**config.mk**
```make
export PLATFORM = sky130hd
export DESIGN_NAME = bus_read_sequencer
export DESIGN_NICKNAME = d
export VERILOG_FILES = /design/src/rtl/busseq_pkg.sv /design/src/rtl/busseq_phase_timer.sv /design/src/rtl/busseq_pc_unit.sv /design/src/rtl/bus_read_sequencer.sv
export SDC_FILE = /design/constraint.sdc
export NUM_CORES = 1
export LEC_CHECK = 0
export BUFFER_PORTS_ARGS = -buffer_cell sky130_fd_sc_hd__buf_2
export CAP_MARGIN = 20
export CORE_ASPECT_RATIO = 0.75
export CORE_MARGIN = 2
export CORE_UTILIZATION = 39
export DETAILED_ROUTE_END_ITERATION = 10
export PLACE_DENSITY = 0.65
export SETUP_SLACK_MARGIN = 0.15
export SLEW_MARGIN = 20
export SYNTH_ARGS = -nofsm -noshare
export SYNTH_HDL_FRONTEND = slang
export SYNTH_HIERARCHICAL = 1
export SYNTH_SLANG_ARGS = --single-unit
export TNS_END_PERCENT = 30
```
**constraint.sdc**
```tcl
create_clock -name clk -period 2.9 [get_ports clk]
set_input_delay 0.58 -clock clk [delete_from_list [all_inputs] [get_ports clk]]
set_output_delay 0.58 -clock clk [all_outputs]
set_load 0.005 [all_outputs]
```
**src/rtl/busseq_pkg.sv**
```systemverilog
package busseq_pkg;

    typedef enum logic [2:0] {
        ST_IDLE     = 3'd0,
        ST_ANNOUNCE = 3'd1,
        ST_WAIT     = 3'd2,
        ST_COMPLETE = 3'd3,
        ST_SPIN     = 3'd4
    } seq_state_e;

    typedef enum logic [1:0] {
        OP_DATA_RD = 2'd0,
        OP_PROG_RD = 2'd1,
        OP_BUSIDLE = 2'd2,
        OP_SET_PC  = 2'd3
    } seq_op_e;

endpackage

```
**src/rtl/busseq_phase_timer.sv**
```systemverilog
module busseq_phase_timer #(
    parameter int W = 6
) (
    input  logic         clk,
    input  logic         rst_n,
    input  logic         load,
    input  logic [W-1:0] load_val,
    output logic         zero
);
    logic [W-1:0] remain;

    always_ff @(posedge clk or negedge rst_n) begin
        if (!rst_n)
            remain <= '0;
        else if (load)
            remain <= load_val;
        else if (remain != '0)
            remain <= remain - W'(1);
    end

    assign zero = (remain == '0);
endmodule

```
**src/rtl/busseq_pc_unit.sv**
```systemverilog
module busseq_pc_unit #(
    parameter int          AW       = 24,
    parameter logic [AW-1:0] PC_RESET = '0
) (
    input  logic          clk,
    input  logic          rst_n,
    input  logic          set,
    input  logic [AW-1:0] set_val,
    input  logic          step,
    output logic [AW-1:0] pc
);
    always_ff @(posedge clk or negedge rst_n) begin
        if (!rst_n)
            pc <= PC_RESET;
        else if (set)
            pc <= set_val;
        else if (step)
            pc <= pc + AW'(2);
    end
endmodule

```
**src/rtl/bus_read_sequencer.sv**
```systemverilog
module bus_read_sequencer
    import busseq_pkg::*;
#(
    parameter int              ADDR_W         = 24,
    parameter int              DATA_W         = 16,
    parameter int              DELAY_W        = 3,
    parameter int              MC_W           = 4,
    parameter int              ANNOUNCE_HC    = 4,
    parameter int              WAIT_HC        = 2,
    parameter int              COMPLETE_HC    = 4,
    parameter int              HC_PER_MC      = 4,
    parameter bit              IMPLICIT_ACK   = 1'b0,
    parameter logic [ADDR_W-1:0] PC_RESET     = '0
) (
    input  logic              clk,
    input  logic              rst_n,
    input  logic              req_valid,
    output logic              req_ready,
    input  logic [1:0]        req_op,
    input  logic [ADDR_W-1:0] req_addr,
    input  logic [MC_W-1:0]   req_mc,
    input  logic              mem_dtack,
    input  logic              mem_vpa,
    input  logic              mem_berr,
    input  logic [DELAY_W-1:0] mem_extra,
    input  logic [DATA_W-1:0] mem_rdata,
    output logic [ADDR_W-1:0] bus_addr,
    output logic              bus_space,
    output logic              bus_as,
    output logic              bus_rd,
    output logic              done,
    output logic [DATA_W-1:0] done_data,
    output logic [ADDR_W-1:0] pc
);
    localparam int COMPLETE_MAX = COMPLETE_HC + (1 << DELAY_W) - 1;
    localparam int SPIN_MAX     = HC_PER_MC * ((1 << MC_W) - 1);
    localparam int MAX_A        = (ANNOUNCE_HC > WAIT_HC) ? ANNOUNCE_HC : WAIT_HC;
    localparam int MAX_B        = (COMPLETE_MAX > SPIN_MAX) ? COMPLETE_MAX : SPIN_MAX;
    localparam int MAX_HC       = (MAX_A > MAX_B) ? MAX_A : MAX_B;
    localparam int CNT_W        = $clog2(MAX_HC + 1);

    seq_state_e state, state_n;
    seq_op_e    op;

    logic [ADDR_W-1:0] addr_q;
    logic              space_q;
    logic              done_q;
    logic [DATA_W-1:0] data_q;

    logic              tmr_load;
    logic [CNT_W-1:0]  tmr_val;
    logic              tmr_zero;
    logic              pc_set;
    logic              pc_step;
    logic              accept;
    logic              finish;
    logic              any_term;
    logic [CNT_W-1:0]  complete_len;
    logic [CNT_W-1:0]  spin_len;
    seq_state_e        rd_entry_state;
    logic [CNT_W-1:0]  rd_entry_len;

    assign op           = seq_op_e'(req_op);
    assign any_term     = mem_dtack | mem_vpa | mem_berr;
    assign complete_len = CNT_W'(COMPLETE_HC - 1) + CNT_W'(mem_extra);
    assign spin_len     = CNT_W'(HC_PER_MC) * CNT_W'(req_mc) - CNT_W'(1);

    generate
        if (IMPLICIT_ACK) begin : g_implicit
            assign rd_entry_state = ST_COMPLETE;
            assign rd_entry_len   = complete_len;
        end else begin : g_handshake
            assign rd_entry_state = ST_ANNOUNCE;
            assign rd_entry_len   = CNT_W'(ANNOUNCE_HC - 1);
        end
    endgenerate

    busseq_phase_timer #(.W(CNT_W)) u_timer (
        .clk      (clk),
        .rst_n    (rst_n),
        .load     (tmr_load),
        .load_val (tmr_val),
        .zero     (tmr_zero)
    );

    busseq_pc_unit #(.AW(ADDR_W), .PC_RESET(PC_RESET)) u_pc (
        .clk     (clk),
        .rst_n   (rst_n),
        .set     (pc_set),
        .set_val (req_addr),
        .step    (pc_step),
        .pc      (pc)
    );

    // Next state and control strobes
    always_comb begin
        state_n  = state;
        tmr_load = 1'b0;
        tmr_val  = '0;
        pc_set   = 1'b0;
        pc_step  = 1'b0;
        accept   = 1'b0;
        finish   = 1'b0;
        unique case (state)
            ST_IDLE: begin
                if (req_valid) begin
                    accept = 1'b1;
                    unique case (op)
                        OP_DATA_RD, OP_PROG_RD: begin
                            state_n  = rd_entry_state;
                            tmr_load = 1'b1;
                            tmr_val  = rd_entry_len;
                        end
                        OP_BUSIDLE: begin
                            if (req_mc == '0) begin
                                finish = 1'b1;
                            end else begin
                                state_n  = ST_SPIN;
                                tmr_load = 1'b1;
                                tmr_val  = spin_len;
                            end
                        end
                        OP_SET_PC: begin
                            pc_set = 1'b1;
                            finish = 1'b1;
                        end
                        default: ;
                    endcase
                end
            end
            ST_ANNOUNCE, ST_WAIT: begin
                if (tmr_zero) begin
                    tmr_load = 1'b1;
                    if (any_term) begin
                        state_n = ST_COMPLETE;
                        tmr_val = complete_len;
                    end else begin
                        state_n = ST_WAIT;
                        tmr_val = CNT_W'(WAIT_HC - 1);
                    end
                end
            end
            ST_COMPLETE: begin
                if (tmr_zero) begin
                    state_n = ST_IDLE;
                    finish  = 1'b1;
                    pc_step = space_q;
                end
            end
            ST_SPIN: begin
                if (tmr_zero) begin
                    state_n = ST_IDLE;
                    finish  = 1'b1;
                end
            end
            default: state_n = ST_IDLE;
        endcase
    end

    // State register and captured access context
    always_ff @(posedge clk or negedge rst_n) begin
        if (!rst_n) begin
            state   <= ST_IDLE;
            addr_q  <= '0;
            space_q <= 1'b0;
            done_q  <= 1'b0;
            data_q  <= '0;
        end else begin
            state  <= state_n;
            done_q <= finish;
            if (accept && (op == OP_DATA_RD || op == OP_PROG_RD)) begin
                addr_q  <= (op == OP_PROG_RD) ? pc : req_addr;
                space_q <= (op == OP_PROG_RD);
            end
            if (state == ST_COMPLETE && tmr_zero)
                data_q <= mem_rdata;
        end
    end

    // Outputs decoded from state
    always_comb begin
        req_ready = 1'b0;
        bus_as    = 1'b0;
        bus_rd    = 1'b0;
        unique case (state)
            ST_IDLE:                         req_ready = 1'b1;
            ST_ANNOUNCE, ST_WAIT, ST_COMPLETE: begin
                bus_as = 1'b1;
                bus_rd = 1'b1;
            end
            ST_SPIN: ;
            default: ;
        endcase
    end

    assign bus_addr  = addr_q;
    assign bus_space = space_q;
    assign done      = done_q;
    assign done_data = data_q;
endmodule

```
==> flow_summary.toml, run 1 <==
[yosys]
yosys_warnings = 6
syn_avg_cell_area_um2 = 10.0
netlist_instances = 396
synth-edff-count = 0
syn_nets = 457
syn_area_um2 = 3980
postSynth.asyncResetShare_pct = 100
synth_flop_cell = "dfrtp_1"
ys_ff_latch = 75
ys_seq_area_share_pct = 47.2
ys_types = 54

[placed_design]
gp_congestion = 0.802
place.detailed.hpwl_um = 7140
place_area_um2 = 4690
io_buffers = 123

[worst_setup_path]
startpoint_type = "flop"
cp_slowest_cell = "or4_1"
cp-end-kind = "flop"
worstPathRequired_ns = 3.15
path_cells = "nor4_2, and2_4, nand4b_4, nor2_2, and3_1, nand2_1, or4_1, a31oi_1"
crit_type = "reg -> reg"
rrSetupSlack_ns = 0.41
slowest_delay_ns = 0.48
path_max_fanout = 6
critPathArrivalTime_ns = 2.74

[cells_and_area]
postLayoutCellArea_um2 = 5010
finalNetCount = 574
multi_input_area_um2 = 1930
antenna_cells = 0
final_cell_mix = "buf_2, dfrtp_1, nand2_1"
final_common_cell = "buf_2"
drive_gt1_share_pct = 35.3
syn_to_final_growth_pct = 26.0
register_area_um2 = 1880
nFillCells = 958

[floorplanning]
die_w_um = 121
rows = 31
fp.dieH_um = 91.4
io-pin-count = 124
core_area_um2 = 9770
die_area_um2 = 11000
initial_core_util_pct = 40.7

[sta]
tns_ns = 0
fin_crit_ns = 2.49
hold_violations = 0
drv_slew = 0
rsz0062_at_grt = "no"
fmax_mhz = 402
slew_headroom_pct = 36.9
setup_viol = 0
period_share_pct = 85.8
tightest_slew_ns = 0.946
final.setup_skew_ns = 0.00738

[global_routing]
grt.overflow.total = 0
grt.total_usage_pct = 18.4
antenna_found_initial = 1
grt_pass1_wl_um = 16100
grt_max_degree = 76
grt_pass1_vias = 3242

[flow_run]
cap_violations = 0

[pwr]
ir_drop_uv = 469
leakagePower_uw = 0.00228
power.total_uw = 4930
powerDensity_nw_per_um2 = 983

[routing]
drt_iter0_markers = 196
wl_um = 9740
drc_errors = 0
viasPerCell = 5.16
vias = 3354
ant_nets = 0
dr.pass1.iters = 4
wl_per_cell_um = 15.0

[clock_network]
clk_pin_slew_ns = 0.06
cts_tree = "built"
clk_latency_ns = 0.33
cts.sinks = 75
clock-root-buffer = "clkbuf_16"
hold_buffers = 0
clock_path_buffers = 2
cts_buffers = 9
cts_max_level = 3

[min_path]
holdCritPathClass = "in -> async"

[outcome]
status = "finished, final reports clean"
[layout make-up]
| cell class | count | share of cell area (%) |
|---|---|---|
| Multi-Input combinational cell | 282 | 38.6 |
| Sequential cell | 75 | 37.5 |
| Timing Repair Buffer | 130 | 13.4 |
| Clock buffer | 11 | 4.85 |
| Tap cell | 132 | 3.30 |
| Clock inverter | 5 | 1.25 |
| Inverter | 15 | 1.12 |
[worst max-delay path: cells and delay by family (launching register included)]
| kind | cells | cell delay (ns) |
|---|---|---|
| AO/OA/AOI/OAI | 1 | 0.18 |
| AND/OR/NAND/NOR | 7 | 1.79 |
| flip-flops | 1 | 0.43 |
[timing repair]
| item | CTS | global route |
|---|---|---|
| endpoints found under the hold margin | 0 | 0 |
| buffers inserted | 0 | 1 |
| endpoints found under the setup margin | 0 | 5 |
| gates resized for setup | 0 | 1 |
[cells in the mapped netlist (all sizes together), types with 2 or more instances]
library cell | number | area share, %
a211oi | 2 | 0.38
a21oi | 3 | 0.47
a221oi | 2 | 0.60
a31oi | 9 | 1.4
and2 | 3 | 0.53
and3 | 2 | 0.31
and4 | 2 | 0.44
buf | 14 | 2.5
clkbuf | 10 | 0.94
dfrtp | 75 | 47
ha | 6 | 1.9
inv | 14 | 1.3
mux2 | 19 | 5.5
mux2i | 26 | 6.5
nand2 | 56 | 5.3
nand2b | 2 | 0.31
nand3 | 11 | 1.6
nand3b | 2 | 0.38
nand4 | 3 | 0.47
nor2 | 21 | 2.0
nor2b | 2 | 0.31
nor3 | 6 | 0.88
nor3b | 2 | 0.38
nor4 | 5 | 0.94
o21ai | 45 | 5.7
o22ai | 3 | 0.47
o31ai | 10 | 1.9
or2 | 2 | 0.31
or3 | 3 | 0.50
or4 | 7 | 1.3
xnor2 | 13 | 2.9
xor2 | 7 | 1.5
[stage by stage]
stage / setup WS, ns / hold WS, ns / std cells / util, %
3_3_place_gp: 0.381 / 0.456 / 633 / 48.0
5_1_grt: 0.195 / 0.462 / 650 / 51.2
2_1_floorplan: 0.143 / 0.284 / 396 / -
4_1_cts: 0.282 / 0.430 / 649 / 51.1
3_5_place_dp: 0.293 / 0.471 / 633 / 48.0
6_report: 0.411 / 0.377 / 650 / 51.2
[where the power goes]
| part | internal [µW] | total (µW) | switching, µW |
|---|---|---|---|
| logic | 905 | 1760 | 854 |
| registers | 1540 | 2050 | 505 |
| clock network | 692 | 1120 | 427 |
[path summary, 6_finish.rpt]
kind / startpoint / to / cells after the start
max in group asynchronous: rst_n / u_pc/pc[12]$_DFFE_PN0N_ / 1
setup / recovery: u_timer/remain[2]$_DFFE_PN0P_ / u_pc/pc[21]$_DFFE_PN0N_ / 8
min in group clk: req_addr[7] / u_pc/pc[7]$_DFFE_PN0N_ / 3
hold reg to reg: bus_addr[0]$_DFFE_PN0P_ / bus_addr[0]$_DFFE_PN0P_ / 2
setup reg to reg: u_timer/remain[2]$_DFFE_PN0P_ / u_pc/pc[21]$_DFFE_PN0N_ / 8
hold / removal: rst_n / bus_addr[19]$_DFFE_PN0P_ / 1
[cells by family (layout without fill, tap and decap cells)]
logic type | count (synthesis) | after routing | share of synthesized area [%]
multiplexers | 45 | 45 | 12.0
AO/OA/AOI/OAI | 78 | 78 | 12.1
buffers and inverters | 39 | 161 | 4.88
AND/OR/NAND/NOR | 132 | 132 | 17.3
XOR/XNOR | 20 | 20 | 4.41
adder cells (fa/ha/maj) | 7 | 7 | 2.17
flip-flops | 75 | 75 | 47.2
[state kept, by name, indices dropped and copies added (netlist names)]
signal / cells
bus_addr: 24
done_data: 16
done: 1
u_timer/remain: 6
bus_space: 1
state: 3
u_pc/pc: 24
[layer usage]
| metal | global-route usage [%] | wire, µm | share of wire, % | vias up |
|---|---|---|---|---|
| met3 | 4.84 | 522 | 5.4 | 16 |
| met2 | 28.6 | 4420 | 45 | 96 |
| met5 | 0 | 13 | 0.13 | - |
| li1 | - | - | - | 1634 |
| met1 | 25.1 | 4610 | 47 | 1606 |
| met4 | 5.91 | 182 | 1.9 | 2 |
Power figures use the tool's default switching activity.
==> run 2, diff against run 1 <==
--- a/config.mk
+++ b/config.mk
@@ -5,13 +5,14 @@
 export SDC_FILE = /design/constraint.sdc
 export NUM_CORES = 1
 export LEC_CHECK = 0
+export ABC_AREA = 1
 export BUFFER_PORTS_ARGS = -buffer_cell sky130_fd_sc_hd__buf_2
 export CAP_MARGIN = 20
 export CORE_ASPECT_RATIO = 0.75
 export CORE_MARGIN = 2
 export CORE_UTILIZATION = 39
 export DETAILED_ROUTE_END_ITERATION = 10
-export PLACE_DENSITY = 0.65
+export PLACE_DENSITY = 0.64
 export SETUP_SLACK_MARGIN = 0.15
 export SLEW_MARGIN = 20
 export SYNTH_ARGS = -nofsm -noshare
==> flow_summary.toml, run 2 <==
[clock_network]
clock-root-buffer = "clkbuf_16"
cts.repair.resized = 0
cts_buffers = 9
cts_tree = "built"
hold_buffers = 0
cts_setup_buffers = 0
clock_path_buffers = 2
cts.sinks = 75
clk_latency_ns = 0.34
clk_pin_slew_ns = 0.06
cts_max_level = 3

[min_path]
holdCritPathClass = "in -> async"

[worst_setup_path]
worstPathRequired_ns = 3.16
cp-end-kind = "flop"
path_cells = "inv_1, ha_1, inv_1, nor2_4, nand3_2, inv_1, nand4_1, nor2_1, nand2_4, inv_2, nand2_1, nand2_1, a21oi_1, o21ai_1"
path_max_fanout = 17
crit_type = "reg -> reg"
startpoint_type = "flop"
slowest_delay_ns = 0.37
cp_common_cell = "inv_1"
cp_slowest_cell = "dfrtp_1"
critPathArrivalTime_ns = 2.59

[sta]
finalWorstSetupSlack_ns = 0.575
final.setup_skew_ns = 0.00499
tightest_slew_ns = 0.965
slew_headroom_pct = 35.7
tns_ns = 0
hold_violations = 0
setup_viol = 0
rsz0062_at_grt = "no"
fmax_mhz = 430
period_share_pct = 80.2
fin_crit_ns = 2.33
drv_slew = 0

[floorplanning]
initial_core_util_pct = 40.1
core_area_um2 = 10900
rows = 33
die_area_um2 = 12100
fp.dieH_um = 95.9
io-pin-count = 124
die_w_um = 126

[routing]
wl_um = 12400
ant_nets = 0
viasPerCell = 4.87
wl_per_cell_um = 14.3
drc_errors = 0
dr.pass1.iters = 4
drt_iter0_markers = 260
vias = 4219

[yosys]
ys_types = 34
synth_top_cells_by_count = "nand2_1, dfrtp_1, nand3_1, inv_1, o21ai_0"
ys_ff_latch = 75
postSynth.asyncResetShare_pct = 100
syn_nets = 664
syn_avg_cell_area_um2 = 7.28
synth.most_common_cell = "nand2_1"
syn_area_um2 = 4390
yosys-top-cells-area = "dfrtp_1, nand2_1, nand3_1"
synth_top_cell_area_share_pct = 42.8
synth_top_area_cell = "dfrtp_1"
synth_flop_cell = "dfrtp_1"
netlist_instances = 603
ys_seq_area_share_pct = 42.8
yosys_warnings = 6
synth-edff-count = 0

[placed_design]
io_buffers = 123
dpl_worst_slack_ns = 0.604
gp_congestion = 0.884
place.detailed.hpwl_um = 9240
dp.cells = 850

[cells_and_area]
instances_no_fill = 866
final_common_cell = "nand2_1"
syn_to_final_growth_pct = 23.3
final_cell_mix = "nand2_1, buf_2, dfrtp_1"
finalNetCount = 782
drive_gt1_share_pct = 24.6

[global_routing]
grt_pass1_wl_um = 20200
antenna_found_initial = 1
grt.overflow.total = 0
grt.total_usage_pct = 21.0
grt_max_degree = 76
grt_pass1_vias = 4021

[pwr]
ir_drop_uv = 381
powerDensity_nw_per_um2 = 930
leakagePower_uw = 0.00297

[flow_run]
cap_violations = 0

[outcome]
status = "finished, final reports clean"
-- run 2: cell families (layout without fill, tap and decap cells) --
kind of cell | after synthesis | in the layout | share of synthesized area (%)
xor+xnor | 8 | 8 | 1.60
other cells | 0 | 1 | 0
buf+inv | 78 | 200 | 7.50
flops | 75 | 75 | 42.8
fa+ha+maj | 6 | 6 | 1.71
compound gates | 64 | 64 | 8.61
simple gates | 372 | 372 | 37.8
-- run 2: stage by stage --
| step | cell area, µm² | hold slack, ns | utilization [%] | power [µW] |
|---|---|---|---|---|
| 5_1_grt | 5410 | 0.485 | 49.4 | 5440 |
| 3_5_place_dp | 5110 | 0.464 | 46.7 | 3930 |
| 6_report | 5410 | 0.406 | 49.4 | 5030 |
| 3_3_place_gp | 5110 | 0.461 | 46.7 | 3860 |
| 2_1_floorplan | 4390 | 0.284 | - | 3090 |
| 4_1_cts | 5410 | 0.438 | 49.4 | 5070 |
-- run 2: report_power, final --
part           internal [µW]  leakage (µW)  switching (µW)  total, µW
clock network            685      0.000142             430       1120
registers               1520      0.000905             494       2010
logic                    820       0.00192            1090       1910
-- run 2: layout make-up --
cell class	instances	area [µm²]
multi-input combinational	450	2190
clock buffer	11	243
clock inverter	4	51.3
tap	140	175
fill	1082	5530
antenna	1	2.50
sequential	75	1880
inverter	56	210
timing repair buffer	129	663
-- run 2: final timing paths --
path                                                from  depth (start not counted)                       end  slack, ns
max in group asynchronous                          rst_n                          1  bus_addr[17]$_DFFE_PN0P_       1.87
min in group clk                             req_addr[0]                          3    u_pc/pc[0]$_DFFE_PN0P_       0.46
max                        u_timer/remain[0]$_DFFE_PN0P_                         14   u_pc/pc[10]$_DFFE_PN0N_       0.57
min reg2reg                      bus_addr[7]$_DFFE_PN0P_                          2   bus_addr[7]$_DFFE_PN0P_       0.47
max reg2reg                u_timer/remain[0]$_DFFE_PN0P_                         14   u_pc/pc[10]$_DFFE_PN0N_       0.57
min                                                rst_n                          1   bus_addr[2]$_DFFE_PN0P_       0.41
-- run 2: worst max-delay path, delay by kind of cell (launching register included) --
| family | cells | cell delay (ns) |
|---|---|---|
| and+or+nand+nor | 7 | 0.90 |
| buffers and inverters | 4 | 0.62 |
| DFF | 1 | 0.37 |
| adders and majority gates | 1 | 0.18 |
| AOI/OAI and AO/OA | 2 | 0.17 |
-- run 2: metal layers --
| metal | share of wire [%] | track usage [%] | vias to the layer above |
|---|---|---|---|
| met5 | 0 | 0 | - |
| met1 | 50 | 30.7 | 1922 |
| li1 | - | - | 2153 |
| met2 | 43 | 31.4 | 124 |
| met4 | 2.1 | 7.23 | 0 |
| met3 | 5.0 | 3.61 | 20 |
